==> config.mk <==
export PLATFORM = sky130hd
export DESIGN_NAME = irq_level_recognizer
export DESIGN_NICKNAME = d
export VERILOG_FILES = /design/src/rtl/irq_rec_pkg.sv /design/src/rtl/irq_line_filter.sv /design/src/rtl/irq_nmi_edge.sv /design/src/rtl/irq_priority_sel.sv /design/src/rtl/irq_level_recognizer.sv
export SDC_FILE = /design/constraint.sdc
export NUM_CORES = 1
export LEC_CHECK = 0
export ABC_AREA = 1
export BUFFER_PORTS_ARGS = -buffer_cell sky130_fd_sc_hd__buf_2
export CORE_UTILIZATION = 54
export CTS_CLUSTER_SIZE = 14
export DETAILED_ROUTE_END_ITERATION = 8
export PLACE_DENSITY = 0.81
export RECOVER_POWER = 50
export SYNTH_ARGS = -nofsm -noshare
export SYNTH_HDL_FRONTEND = slang
export SYNTH_SLANG_ARGS = --single-unit
==> constraint.sdc <==
create_clock -name clk -period 2.6 [get_ports clk]
set_input_delay 0.26 -clock clk [delete_from_list [all_inputs] [get_ports clk]]
set_output_delay 0.26 -clock clk [all_outputs]
set_load 0.1 [all_outputs]
==> src/rtl/irq_rec_pkg.sv <==
package irq_rec_pkg;
  localparam int NUM_LVL = 7;
  localparam int LVL_W   = $clog2(NUM_LVL + 1);
  localparam logic [LVL_W-1:0] NMI_LVL = LVL_W'(NUM_LVL);

  // Highest set bit of a request vector, as a level number (bit i -> level i+1)
  function automatic logic [LVL_W-1:0] highest_level(input logic [NUM_LVL-1:0] v);
    logic [LVL_W-1:0] r;
    r = '0;
    for (int i = 0; i < NUM_LVL; i++)
      if (v[i]) r = LVL_W'(i + 1);
    return r;
  endfunction

  // Nonmaskable top level, otherwise strictly above the mask
  function automatic logic beats_mask(input logic [LVL_W-1:0] lvl,
                                      input logic [LVL_W-1:0] msk);
    return (lvl == NMI_LVL) || (lvl > msk);
  endfunction
endpackage

==> src/rtl/irq_line_filter.sv <==
module irq_line_filter (
  input  logic clk,
  input  logic rst_n,
  input  logic req_raw,
  output logic req_stable
);
  logic smp_q;

  always_ff @(posedge clk or negedge rst_n) begin
    if (!rst_n) begin
      smp_q      <= 1'b0;
      req_stable <= 1'b0;
    end else begin
      smp_q <= req_raw;
      if (req_raw == smp_q) req_stable <= req_raw;
    end
  end
endmodule

==> src/rtl/irq_nmi_edge.sv <==
module irq_nmi_edge (
  input  logic clk,
  input  logic rst_n,
  input  logic line_stable,
  input  logic ack,
  output logic rise,
  output logic armed,
  output logic nmi_req
);
  logic prev_q;

  assign rise    = line_stable & ~prev_q;
  assign nmi_req = line_stable & (armed | rise);

  always_ff @(posedge clk or negedge rst_n) begin
    if (!rst_n) begin
      prev_q <= 1'b0;
      armed  <= 1'b0;
    end else begin
      prev_q <= line_stable;
      if (rise)     armed <= 1'b1;
      else if (ack) armed <= 1'b0;
    end
  end
endmodule

==> src/rtl/irq_priority_sel.sv <==
module irq_priority_sel
  import irq_rec_pkg::*;
(
  input  logic [NUM_LVL-1:0] req_vec,
  input  logic [LVL_W-1:0]   mask,
  output logic               sel_pending,
  output logic [LVL_W-1:0]   sel_level
);
  logic [LVL_W-1:0] top_lvl;

  always_comb begin
    top_lvl     = highest_level(req_vec);
    sel_pending = beats_mask(top_lvl, mask);
    sel_level   = sel_pending ? top_lvl : '0;
  end
endmodule

==> src/rtl/irq_level_recognizer.sv <==
module irq_level_recognizer
  import irq_rec_pkg::*;
(
  input  logic               clk,
  input  logic               rst_n,
  input  logic [NUM_LVL-1:0] irq_n,
  input  logic [LVL_W-1:0]   mask,
  input  logic               nmi_ack,
  output logic               int_pending,
  output logic [LVL_W-1:0]   int_level
);
  logic [NUM_LVL-1:0] filt_lvl;
  logic [NUM_LVL-1:0] req_vec;
  logic               nmi_rise;
  logic               nmi_armed;
  logic               nmi_req;
  logic               sel_pending;
  logic [LVL_W-1:0]   sel_level;

  for (genvar g = 0; g < NUM_LVL; g++) begin : g_filt
    irq_line_filter u_filt (
      .clk        (clk),
      .rst_n      (rst_n),
      .req_raw    (~irq_n[g]),
      .req_stable (filt_lvl[g])
    );
  end

  irq_nmi_edge u_nmi (
    .clk         (clk),
    .rst_n       (rst_n),
    .line_stable (filt_lvl[NUM_LVL-1]),
    .ack         (nmi_ack),
    .rise        (nmi_rise),
    .armed       (nmi_armed),
    .nmi_req     (nmi_req)
  );

  assign req_vec = {nmi_req, filt_lvl[NUM_LVL-2:0]};

  irq_priority_sel u_sel (
    .req_vec     (req_vec),
    .mask        (mask),
    .sel_pending (sel_pending),
    .sel_level   (sel_level)
  );

  always_ff @(posedge clk or negedge rst_n) begin
    if (!rst_n) begin
      int_pending <= 1'b0;
      int_level   <= '0;
    end else begin
      int_pending <= sel_pending;
      int_level   <= sel_level;
    end
  end
endmodule

==> results of run 1 <==
==> metal layers <==
layer,vias up,share of wire
met5,-,0
met4,0,0
met3,0,0.046
met2,14,0.53
met1,235,0.43
li1,264,-
==> flip-flops by register name (all words and copies together) (netlist names) <==
signal                    count
u_nmi.armed                   1
int_pending                   1
int_level                     3
g_filt.u_filt.smp_q           7
g_filt.u_filt.req_stable      7
u_nmi.prev_q                  1
==> power by group <==
| group | leakage (nW) | total (mW) | switching, mW | internal (mW) |
|---|---|---|---|---|
| sequential | 0.232 | 0.361 | 0.0167 | 0.344 |
| combinational | 0.242 | 0.207 | 0.159 | 0.0481 |
| clock | 0.0210 | 0.173 | 0.0878 | 0.0852 |
| total | 0.495 | 0.741 | 0.263 | 0.478 |
==> final cells by class <==
cell class              instances  area [sq um]
clock buffers                   4          36.3
fillers                       110           403
inverters                      18          67.6
multi-input cells              34           235
flip-flops and latches         20           500
well taps                      15          18.8
repair buffers                 17          88.8
==> placed cells by master, fill, tap and decap left out, drive strengths merged, types with 2 or more instances in the layout <==
cell type   n
buf        15
a21oi       4
clkbuf      5
ha          3
maj3        7
nand2      12
nor2        2
dfrtp      20
o21ai       3
inv        18
==> kinds of logic (layout without fill, tap and decap cells) <==
kind of cell	count (synthesis)	in the layout	synth area share
buffers and inverters	18	39	0.0841
adder cells (fa/ha/maj)	10	10	0.134
AND/OR/NAND/NOR	16	16	0.0872
AO/OA/AOI/OAI	8	8	0.0716
flip-flops	20	20	0.623
==> worst max-delay path: cells and delay by family, from the launching register on <==
kind                       cells  cell delay, ns
adders and majority gates      1            0.29
and+or+nand+nor                5            0.44
buffers and inverters          1            0.05
DFF                            1            0.43
AOI/OAI and AO/OA              2            0.39
==> path summary, 6_finish.rpt <==
check,slack (ns),depth (start not counted),endpoint,start
max in group asynchronous,1.32,2,int_pending$_DFF_PN0_,rst_n
hold reg to reg,0.50,0,u_nmi.prev_q$_DFF_PN0_,g_filt[6].u_filt.req_stable$_DFFE_PN0N_
min in group asynchronous,0.67,2,int_level[0]$_DFF_PN0_,rst_n
hold / removal,0.11,2,g_filt[3].u_filt.smp_q$_DFF_PN0_,irq_n[3]
setup / recovery,0.92,9,int_level[0]$_DFF_PN0_,u_nmi.armed$_DFFE_PN0P_
setup reg to reg,0.92,9,int_level[0]$_DFF_PN0_,u_nmi.armed$_DFFE_PN0P_
==> out/results.tsv, run 1 <==
stage	metric	value	unit
logic_synthesis	top-count cell post-synth	dfrtp_1	
placed_design	Port Buf Inserts	16	
worst_hold_path	Hold Crit Class	input port to flop	
global_route	initial antenna violation count	0	
floorplan	Die X	40.6	microns
cells_and_area	diodes inserted	0	
sta	Fmax achieved	596	MHz
critical_path	slowest stage delay, CP	0.43	ns
cells_and_area	share of cells above drive strength 1	0.290	
sta	fin crit share	0.646	
global_route	met1 GRT Util	0.181	
clock_tree	Clock Latency Late Sink	0.29	ns
sta	Tmin final	1.68	ns
logic_synthesis	Cell Area, Synth	803	sq um
sta	Sum Neg Setup Slack	0	ns
critical_path	CP arrival	1.90	ns
floorplan	Core Box Area	1350	sq um
placed_design	dpl hpwl	886	microns
drt	final antenna-violating net count	0	
logic_synthesis	Mapped Nets	88	
sta	Worst-Margin Slew	1.03	ns
clock_tree	CTS Hold Bufs	1	
drt	via/cell ratio	4.75	
floorplan	Core Rows	13	
placed_design	GPL Wtd Cong	0.644	
sta	final worst slack	0.921	ns
global_route	met2 Usage GRT	0.361	
clock_tree	Reg clk slew, reported paths	0.10	ns
logic_synthesis	Post-Synthesis Mean Instance Area	11.2	sq um
cells_and_area	Layout area overhead	17.9	%
logic_synthesis	synth cell count leaders	dfrtp_1 (20), inv_1 (14), nand2_1 (11), maj3_1 (7), inv_2 (4)	
global_route	largest net degree at the start of global routing	21	
clock_tree	post-CTS sizing	0	
critical_path	Crit. End Element	flop	
logic_synthesis	Synth warnings	0	
placed_design	placed cells	103	
logic_synthesis	ys async rst share	1.00	
floorplan	number of I/O pins	17	
critical_path	Crit path required time	2.82	ns
critical_path	type of origin of the critical path	flop	
drt	TritonRoute pass-1 iters	3	
global_route	first-pass GRT wire length	1.88	mm
floorplan	total die area	1650	sq um
sta	Worst Skew	0.000893	ns
global_route	busiest layer in global routing	met2	
power_and_ir_drop	static leakage	0.495	nW
critical_path	largest fanout on the critical path	6	
global_route	vias in the first global route	497	
clock_tree	CTS tree	built	
cells_and_area	post-route cell area	947	sq um
sta	max_slew headroom	0.316	
floorplan	Die Y-Extent	40.6	microns
floorplan	starting density of the core	0.595	
global_route	Overflow after GRT	0	
critical_path	slowest CP cell	dfrtp_1	
sta	Final Hold Viols	0	
sta	Max Slew Vio Count	0	
logic_synthesis	Seq/Total Area, Yosys	0.623	
global_route	gr usage total	0.187	
placed_design	Post-DP Area	902	sq um
cells_and_area	Final Non-Filler Cells	108	
drt	wire per inst	10.4	microns
clock_tree	Max clock buf depth	2	
cells_and_area	final net count	110	
cells_and_area	final core occ	0.702	
power_and_ir_drop	VDD IR max	0.454	mV
power_and_ir_drop	post-layout total power	0.741	mW
critical_path	crit path cell chain	o21ai_4 -> nand2_2 -> nor2_2 -> inv_1 -> ha_1 -> nand3b_1 -> nand2_1 -> nand2_1 -> o21bai_1	
clock_tree	CTS root buffer	clkbuf_4	
logic_synthesis	leading post-synthesis cells by cell area	dfrtp_1 (62%), maj3_1 (8.7%), inv_1 (6.5%)	
drt	initial detailed-routing violation count	6	
critical_path	crit path kind	flop to flop	
critical_path	most used cell, CP	nand2_1	
clock_tree	# clock sinks	20	
logic_synthesis	Post-synth EDFFs	0	
clock_tree	Num CTS Buffers	3	
power_and_ir_drop	total power density per cell area	782	nW/um^2
sta	worst hold slack	0.108	ns
flow_run	max-cap viol count	0	
logic_synthesis	Synth cell types	17	
drt	DR vias	513	
clock_tree	Post CTS Setup Buffer Count	0	
logic_synthesis	Synth top area share	0.623	
placed_design	Setup WS pre-CTS	0.900	ns
drt	drt drc	0	
drt	final WL	1.12	mm
global_route	M3 GR Usage	0.0500	
logic_synthesis	synthesis-stage register bit count	20	
sta	endpoints failing setup	0	
outcome	run status	finished clean	
sta	RSZ-0062 raised after global routing	false	
clock_tree	H-tree depth	1	
logic_synthesis	Synth area leader	dfrtp_1	
logic_synthesis	post-synthesis cell count	72	
logic_synthesis	ys flop type	dfrtp_1	
Power figures use the tool's default switching activity.
==> run 2: changes to the inputs <==
--- a/config.mk
+++ b/config.mk
@@ -5,12 +5,12 @@
 export SDC_FILE = /design/constraint.sdc
 export NUM_CORES = 1
 export LEC_CHECK = 0
-export ABC_AREA = 1
+export ABC_AREA = 0
 export BUFFER_PORTS_ARGS = -buffer_cell sky130_fd_sc_hd__buf_2
-export CORE_UTILIZATION = 54
+export CORE_UTILIZATION = 45
 export CTS_CLUSTER_SIZE = 14
 export DETAILED_ROUTE_END_ITERATION = 8
-export PLACE_DENSITY = 0.81
+export PLACE_DENSITY = 0.73
 export RECOVER_POWER = 50
 export SYNTH_ARGS = -nofsm -noshare
 export SYNTH_HDL_FRONTEND = slang
==> constraint.sdc (replaced) <==
create_clock -name clk -period 1.5 [get_ports clk]
set_input_delay 0.15 -clock clk [delete_from_list [all_inputs] [get_ports clk]]
set_output_delay 0.15 -clock clk [all_outputs]
set_load 0.1 [all_outputs]
==> out/results.tsv, run 2 <==
stage	metric	value	unit	change
outcome	run status	finished with violations		was finished clean
outcome	failing checks	setup timing		
drt	initial detailed-routing violation count	9		was 6
sta	RSZ-0062 raised after global routing	true		was false
cells_and_area	multi-input logic area	270	sq um	was 235 sq um
logic_synthesis	Synth top area share	0.656		was 0.623
sta	Tmin final	1.78	ns	was 1.68 ns
logic_synthesis	Synth cell types	17		unchanged
global_route	first-pass GRT wire length	2.40	mm	was 1.88 mm
clock_tree	Num CTS Buffers	3		unchanged
logic_synthesis	synthesis-stage register bit count	20		unchanged
cells_and_area	fill cell count	111		was 110
sta	Max Slew Vio Count	0		unchanged
power_and_ir_drop	Internal	0.851	mW	was 0.478 mW
sta	Sum Neg Setup Slack	-1.10	ns	was 0 ns
power_and_ir_drop	total power density per cell area	1200	nW/um^2	was 782 nW/um^2
global_route	gr usage total	0.181		was 0.187
logic_synthesis	Post-synth EDFFs	0		unchanged
drt	via/cell ratio	4.81		was 4.75
drt	DR vias	563		was 513
clock_tree	Clock Latency Late Sink	0.29	ns	about the same
logic_synthesis	leading post-synthesis cells by cell area	dfrtp_1 (66%), maj3_1 (9.2%), inv_1 (5.9%)		was dfrtp_1 (62%), maj3_1 (8.7%), inv_1 (6.5%)
critical_path	largest fanout on the critical path	4		was 6
drt	final antenna-violating net count	0		unchanged
floorplan	Core Box Area	1540	sq um	was 1350 sq um
floorplan	total die area	1860	sq um	was 1650 sq um
logic_synthesis	Post-Synthesis Mean Instance Area	12.3	sq um	was 11.2 sq um
logic_synthesis	ys flop type	dfrtp_1		unchanged
cells_and_area	Layout area overhead	43.9	%	was 17.9%
logic_synthesis	top-count cell post-synth	dfrtp_1		unchanged
sta	max_slew headroom	0.313		was 0.316
critical_path	Worst path top cell family by delay	simple AND/OR/NAND/NOR gates		unchanged
power_and_ir_drop	VDD IR max	0.777	mV	was 0.454 mV
logic_synthesis	ys async rst share	1.00		unchanged
cells_and_area	Top Registers	g_filt.u_filt.req_stable (7), g_filt.u_filt.smp_q (7), int_level (3)		unchanged
cells_and_area	diodes inserted	0		unchanged
clock_tree	CTS root buffer	clkbuf_4		unchanged
global_route	initial antenna violation count	0		unchanged
placed_design	Port Buf Inserts	16		unchanged
critical_path	slowest stage delay, CP	0.40	ns	was 0.43 ns
critical_path	Crit. End Element	flop		unchanged
sta	Fmax achieved	562	MHz	was 596 MHz
floorplan	starting density of the core	0.495		was 0.595
placed_design	placed cells	105		was 103
power_and_ir_drop	clock share of power	0.182		was 0.234
logic_synthesis	post-synthesis cell count	62		was 72
clock_tree	CTS tree	built		unchanged
critical_path	Bufs and invs on worst path	0		was 1
critical_path	crit path cell chain	nor2_2 -> nor3_2 -> nor2_1 -> nand2_1 -> ha_4 -> nor2b_4 -> o21a_1 -> o21ai_4 -> o21ai_1		was o21ai_4 -> nand2_2 -> nor2_2 -> inv_1 -> ha_1 -> nand3b_1 -> nand2_1 -> nand2_1 -> o21bai_1
sta	endpoints failing setup	4		was 0
placed_design	dpl hpwl	980	microns	was 886 microns
logic_synthesis	Seq/Total Area, Yosys	0.656		was 0.623
logic_synthesis	Synth warnings	0		unchanged
drt	final WL	1.50	mm	was 1.12 mm
cells_and_area	most common cell after layout, fill and taps aside	dfrtp_1		unchanged
power_and_ir_drop	static leakage	0.547	nW	was 0.495 nW
power_and_ir_drop	sw power	0.463	mW	was 0.263 mW
drt	TritonRoute pass-1 iters	2		was 3
cells_and_area	final net count	119		was 110
cells_and_area	share of cells above drive strength 1	0.396		was 0.290
sta	Final Hold Viols	0		unchanged
drt	wire per inst	12.8	microns	was 10.4 microns
sta	final worst slack	-0.278	ns	was 0.921 ns
cells_and_area	most frequent cells in the layout	dfrtp_1 (20), buf_2 (15), buf_4 (13)		was dfrtp_1 (20), buf_2 (15), inv_1 (14)
critical_path	slowest CP cell	dfrtp_1		unchanged
sta	Worst-Margin Slew	1.03	ns	about the same
global_route	Overflow after GRT	0		unchanged
critical_path	CP arrival	1.96	ns	was 1.90 ns
clock_tree	# clock sinks	20		unchanged
power_and_ir_drop	Comb pwr share	0.342		was 0.279
floorplan	Core Rows	14		was 13
power_and_ir_drop	sw frac	0.352		was 0.355
clock_tree	H-tree depth	1		unchanged
floorplan	Die X	43.2	microns	was 40.6 microns
placed_design	GPL Wtd Cong	0.735		was 0.644
cells_and_area	post-route cell area	1100	sq um	was 947 sq um
logic_synthesis	Synth area leader	dfrtp_1		unchanged
clock_tree	Max clock buf depth	2		unchanged
sta	Worst Skew	0.00467	ns	was 0.000893 ns
critical_path	Crit path required time	1.68	ns	was 2.82 ns
clock_tree	Reg clk slew, reported paths	0.10	ns	about the same
floorplan	number of I/O pins	17		unchanged
drt	drt drc	0		unchanged
sta	fin crit share	1.19		was 0.646
logic_synthesis	Cell Area, Synth	763	sq um	was 803 sq um
cells_and_area	Final Non-Filler Cells	117		was 108
floorplan	Die Y-Extent	43.2	microns	was 40.6 microns
critical_path	crit path kind	flop to flop		unchanged
power_and_ir_drop	sequential power share	0.476		was 0.487
global_route	largest net degree at the start of global routing	21		unchanged
global_route	vias in the first global route	580		was 497
cells_and_area	sequential cell area	500	sq um	unchanged
flow_run	max-cap viol count	0		unchanged
worst_hold_path	Hold Crit Class	input port to flop		unchanged
critical_path	type of origin of the critical path	flop		unchanged
logic_synthesis	Mapped Nets	78		was 88
placed_design	Post-DP Area	950	sq um	was 902 sq um
logic_synthesis	synth cell count leaders	dfrtp_1 (20), inv_1 (12), maj3_1 (7), o21ai_1 (4)		was dfrtp_1 (20), inv_1 (14), nand2_1 (11), maj3_1 (7), inv_2 (4)
run 2: cell types whose count changed after synthesis, moves of 2 or more:
cell     change
nor3_1       +2
o21ai_1      +3
inv_1        -2
inv_2        -4
a21oi_1      -2
nand2_1      -8
run 2: repair_timing:
action	4_1_cts	5_1_grt
setup endpoints to repair	4	4
gates resized for setup	0	8
endpoints found under the hold margin	22	3
hold buffers	3	3
setup buffers	1	2
pin swaps	0	6
run 2: logic make-up after synthesis:
| group | share of synthesized area |
|---|---|
| AO/OA/AOI/OAI | 0.0754 |
| buffers and inverters | 0.0590 |
| flip-flops | 0.656 |
| AND/OR/NAND/NOR | 0.0689 |
| adder cells (fa/ha/maj) | 0.141 |
run 2: layout make-up:
cell class,count,area share
Sequential cell,20,0.456
Multi-Input combinational cell,30,0.246
Timing Repair Buffer,36,0.219
Inverter,12,0.0410
Clock buffer,3,0.0205
Tap cell,16,0.0182
run 2: path summary, 6_finish.rpt:
| check | start | to | slack, ns | depth (start not counted) |
|---|---|---|---|---|
| worst max-delay path | g_filt[2].u_filt.req_stable$_DFFE_PN0N_ | int_level[0]$_DFF_PN0_ | -0.28 | 9 |
| worst min-delay path | irq_n[0] | g_filt[0].u_filt.smp_q$_DFF_PN0_ | 0.01 | 2 |
| worst max register to register | g_filt[2].u_filt.req_stable$_DFFE_PN0N_ | int_level[0]$_DFF_PN0_ | -0.28 | 9 |
| worst min register to register | g_filt[2].u_filt.smp_q$_DFF_PN0_ | g_filt[2].u_filt.req_stable$_DFFE_PN0N_ | 0.53 | 1 |
| max in group asynchronous | rst_n | g_filt[2].u_filt.req_stable$_DFFE_PN0N_ | 0.33 | 2 |
| min in group asynchronous | rst_n | int_level[2]$_DFF_PN0_ | 0.55 | 2 |
run 2: metal layers:
metal	up-vias	GRT usage	share of wire
li1	276	-	-
met1	270	0.211	0.43
met2	14	0.319	0.54
met3	3	0.0511	0.025
met4	0	0.0545	0.0073
met5	-	0	0
run 2: power groups by stage:
stage                     Sequential [mW]  Combinational (mW)  Clock [mW]
after detailed placement            0.634               0.381           0
after CTS                           0.624               0.396       0.242
after global routing                0.632               0.478       0.272
after floorplan                     0.801              0.0932           0
final                               0.626               0.449       0.239
after global placement              0.631               0.373           0
run 2: per-stage QoR:
step	hold slack [ns]	util	setup WS (ns)	power, mW
floorplan	-0.146	-	-0.0958	0.894
global placement	0.109	0.616	-0.133	1.00
detailed placement	0.110	0.616	-0.210	1.02
CTS	0.000171	0.655	-0.224	1.26
global route	0.00401	0.713	-0.373	1.38
finish	0.0106	0.713	-0.278	1.31
==> run 3: changes to the inputs <==
--- a/config.mk
+++ b/config.mk
@@ -7,10 +7,10 @@
 export LEC_CHECK = 0
 export ABC_AREA = 0
 export BUFFER_PORTS_ARGS = -buffer_cell sky130_fd_sc_hd__buf_2
-export CORE_UTILIZATION = 45
+export CORE_UTILIZATION = 54
 export CTS_CLUSTER_SIZE = 14
 export DETAILED_ROUTE_END_ITERATION = 8
-export PLACE_DENSITY = 0.73
+export PLACE_DENSITY = 0.82
 export RECOVER_POWER = 50
 export SYNTH_ARGS = -nofsm -noshare
 export SYNTH_HDL_FRONTEND = slang
==> constraint.sdc (replaced) <==
create_clock -name clk -period 2.1 [get_ports clk]
set_input_delay 0.21 -clock clk [delete_from_list [all_inputs] [get_ports clk]]
set_output_delay 0.21 -clock clk [all_outputs]
set_load 0.1 [all_outputs]
==> out/results.tsv, run 3 (synthesis gave the netlist of run 2 again) <==
stage	metric	value	unit	change
drt	TritonRoute pass-1 iters	2		unchanged
clock_tree	# clock sinks	20		unchanged
placed_design	GPL Wtd Cong	0.682		was 0.735
clock_tree	Clock Latency Late Sink	0.28	ns	was 0.29 ns
sta	max_slew headroom	0.337		was 0.313
clock_tree	Reg clk slew, reported paths	0.10	ns	about the same
drt	via/cell ratio	4.93		was 4.81
global_route	busiest layer in global routing	met2		unchanged
sta	endpoints failing setup	0		was 4
sta	Max Slew Vio Count	0		unchanged
cells_and_area	fill cell count	103		was 111
drt	wire per inst	11.8	microns	was 12.8 microns
clock_tree	H-tree depth	1		unchanged
critical_path	Crit path required time	2.27	ns	was 1.68 ns
clock_tree	CTS root buffer	clkbuf_4		unchanged
sta	Tmin final	1.76	ns	was 1.78 ns
global_route	first-pass GRT wire length	2.06	mm	was 2.40 mm
cells_and_area	diodes inserted	0		unchanged
clock_tree	Max clock buf depth	2		unchanged
drt	DR vias	483		was 563
global_route	gr usage total	0.210		was 0.181
clock_tree	CTS Hold Bufs	1		was 3
cells_and_area	Layout area overhead	18.0	%	was 43.9%
power_and_ir_drop	VDD IR max	0.487	mV	was 0.777 mV
global_route	M3 GR Usage	0.0568		was 0.0511
global_route	met2 Usage GRT	0.328		was 0.319
critical_path	CP arrival	1.93	ns	was 1.96 ns
cells_and_area	most common cell after layout, fill and taps aside	dfrtp_1		unchanged
drt	drt drc	0		unchanged
drt	final WL	1.16	mm	was 1.50 mm
floorplan	number of I/O pins	17		unchanged
sta	Final Hold Viols	0		unchanged
global_route	met1 GRT Util	0.268		was 0.211
floorplan	Core Box Area	1300	sq um	was 1540 sq um
cells_and_area	share of cells above drive strength 1	0.241		was 0.396
critical_path	crit path kind	flop to flop		unchanged
drt	final antenna-violating net count	0		unchanged
sta	Worst Skew	0.000669	ns	was 0.00467 ns
placed_design	dpl hpwl	932	microns	was 980 microns
placed_design	Setup WS pre-CTS	0.351	ns	was -0.210 ns
sta	Worst-Margin Slew	0.995	ns	was 1.03 ns
sta	RSZ-0062 raised after global routing	false		was true
placed_design	Port Buf Inserts	16		unchanged
clock_tree	post-CTS sizing	0		unchanged
power_and_ir_drop	total power density per cell area	947	nW/um^2	was 1200 nW/um^2
flow_run	max-cap viol count	0		unchanged
global_route	initial antenna violation count	0		unchanged
critical_path	type of origin of the critical path	flop		unchanged
floorplan	Core Rows	13		was 14
cells_and_area	Top Registers	g_filt.u_filt.req_stable (7), g_filt.u_filt.smp_q (7), int_level (3)		unchanged
global_route	Overflow after GRT	0		unchanged
cells_and_area	final net count	101		was 119
floorplan	total die area	1570	sq um	was 1860 sq um
sta	Fmax achieved	567	MHz	was 562 MHz
critical_path	largest fanout on the critical path	4		unchanged
global_route	vias in the first global route	475		was 580
sta	final worst slack	0.335	ns	was -0.278 ns
floorplan	starting density of the core	0.587		was 0.495
cells_and_area	most frequent cells in the layout	dfrtp_1 (20), buf_2 (15), inv_1 (12)		was dfrtp_1 (20), buf_2 (15), buf_4 (13)
worst_hold_path	Hold Crit Class	input port to flop		unchanged
power_and_ir_drop	static leakage	0.452	nW	was 0.547 nW
critical_path	Crit. End Element	flop		unchanged
floorplan	Die Y-Extent	39.6	microns	was 43.2 microns
clock_tree	Post CTS Setup Buffer Count	0		was 1
clock_tree	CTS tree	built		unchanged
outcome	run status	finished clean		was finished with violations
clock_tree	Num CTS Buffers	3		unchanged
global_route	largest net degree at the start of global routing	21		unchanged
sta	fin crit share	0.840		was 1.19
drt	initial detailed-routing violation count	3		was 9
floorplan	Die X	39.6	microns	was 43.2 microns
sta	Sum Neg Setup Slack	0	ns	was -1.10 ns
run 3: cell count changes in the layout (fill, tap and decap cells not counted), sizes merged:
cell / previous run / this run
clkbuf: 5 / 4
dlygate4sd3: 6 / 1
buf: 28 / 16
run 3: worst max-delay path: stages (launching register included):
cell	delay, ns
dfrtp_1	0.41
nor2_1	0.11
nor3_1	0.05
nor2_1	0.14
nand2_1	0.08
ha_1	0.29
nor2b_1	0.14
o21a_1	0.17
o21ai_2	0.17
o21ai_1	0.09
run 3: through the flow:
step                      utilization  instance area [sq um]  cells  total power [mW]  hold slack (ns)
after detailed placement        0.668                    870     94             0.697            0.163
after global routing            0.692                    901     98             0.907           0.0511
after CTS                       0.693                    902     98             0.865           0.0572
after floorplan                     -                    763     62             0.636          -0.0856
after global placement          0.668                    870     94             0.686            0.162
final                           0.692                    901     98             0.853           0.0664
run 3: final timing paths:
check | slack [ns] | startpoint | depth (start not counted) | end
hold reg to reg | 0.46 | g_filt[6].u_filt.req_stable$_DFFE_PN0N_ | 0 | u_nmi.prev_q$_DFF_PN0_
min in group asynchronous | 0.60 | rst_n | 2 | g_filt[1].u_filt.req_stable$_DFFE_PN0N_
setup / recovery | 0.34 | g_filt[1].u_filt.req_stable$_DFFE_PN0N_ | 9 | int_level[2]$_DFF_PN0_
hold / removal | 0.07 | irq_n[4] | 2 | g_filt[4].u_filt.smp_q$_DFF_PN0_
setup reg to reg | 0.34 | g_filt[1].u_filt.req_stable$_DFFE_PN0N_ | 9 | int_level[2]$_DFF_PN0_
max in group asynchronous | 0.90 | rst_n | 2 | u_nmi.prev_q$_DFF_PN0_
run 3: cell type report:
cell class / count / area [sq um] / share of cell area
tap: 15 / 18.8 / 0.0208
sequential: 20 / 500 / 0.556
timing repair buffer: 18 / 96.3 / 0.107
clock buffer: 3 / 22.5 / 0.0250
multi-input combinational: 30 / 218 / 0.242
inverter: 12 / 45.0 / 0.0500
run 3: layer usage:
metal | share of wire | vias to the layer above
li1 | - | 241
met4 | 0 | 0
met2 | 0.53 | 10
met1 | 0.43 | 232
met5 | 0 | -
met3 | 0.033 | 0
run 3: power by group:
| part | total, mW | leakage (nW) | internal [mW] | switching [mW] |
|---|---|---|---|---|
| logic | 0.240 | 0.207 | 0.0606 | 0.179 |
| registers | 0.448 | 0.232 | 0.426 | 0.0219 |
| clock network | 0.166 | 0.0138 | 0.0665 | 0.0995 |
| total | 0.853 | 0.452 | 0.553 | 0.301 |
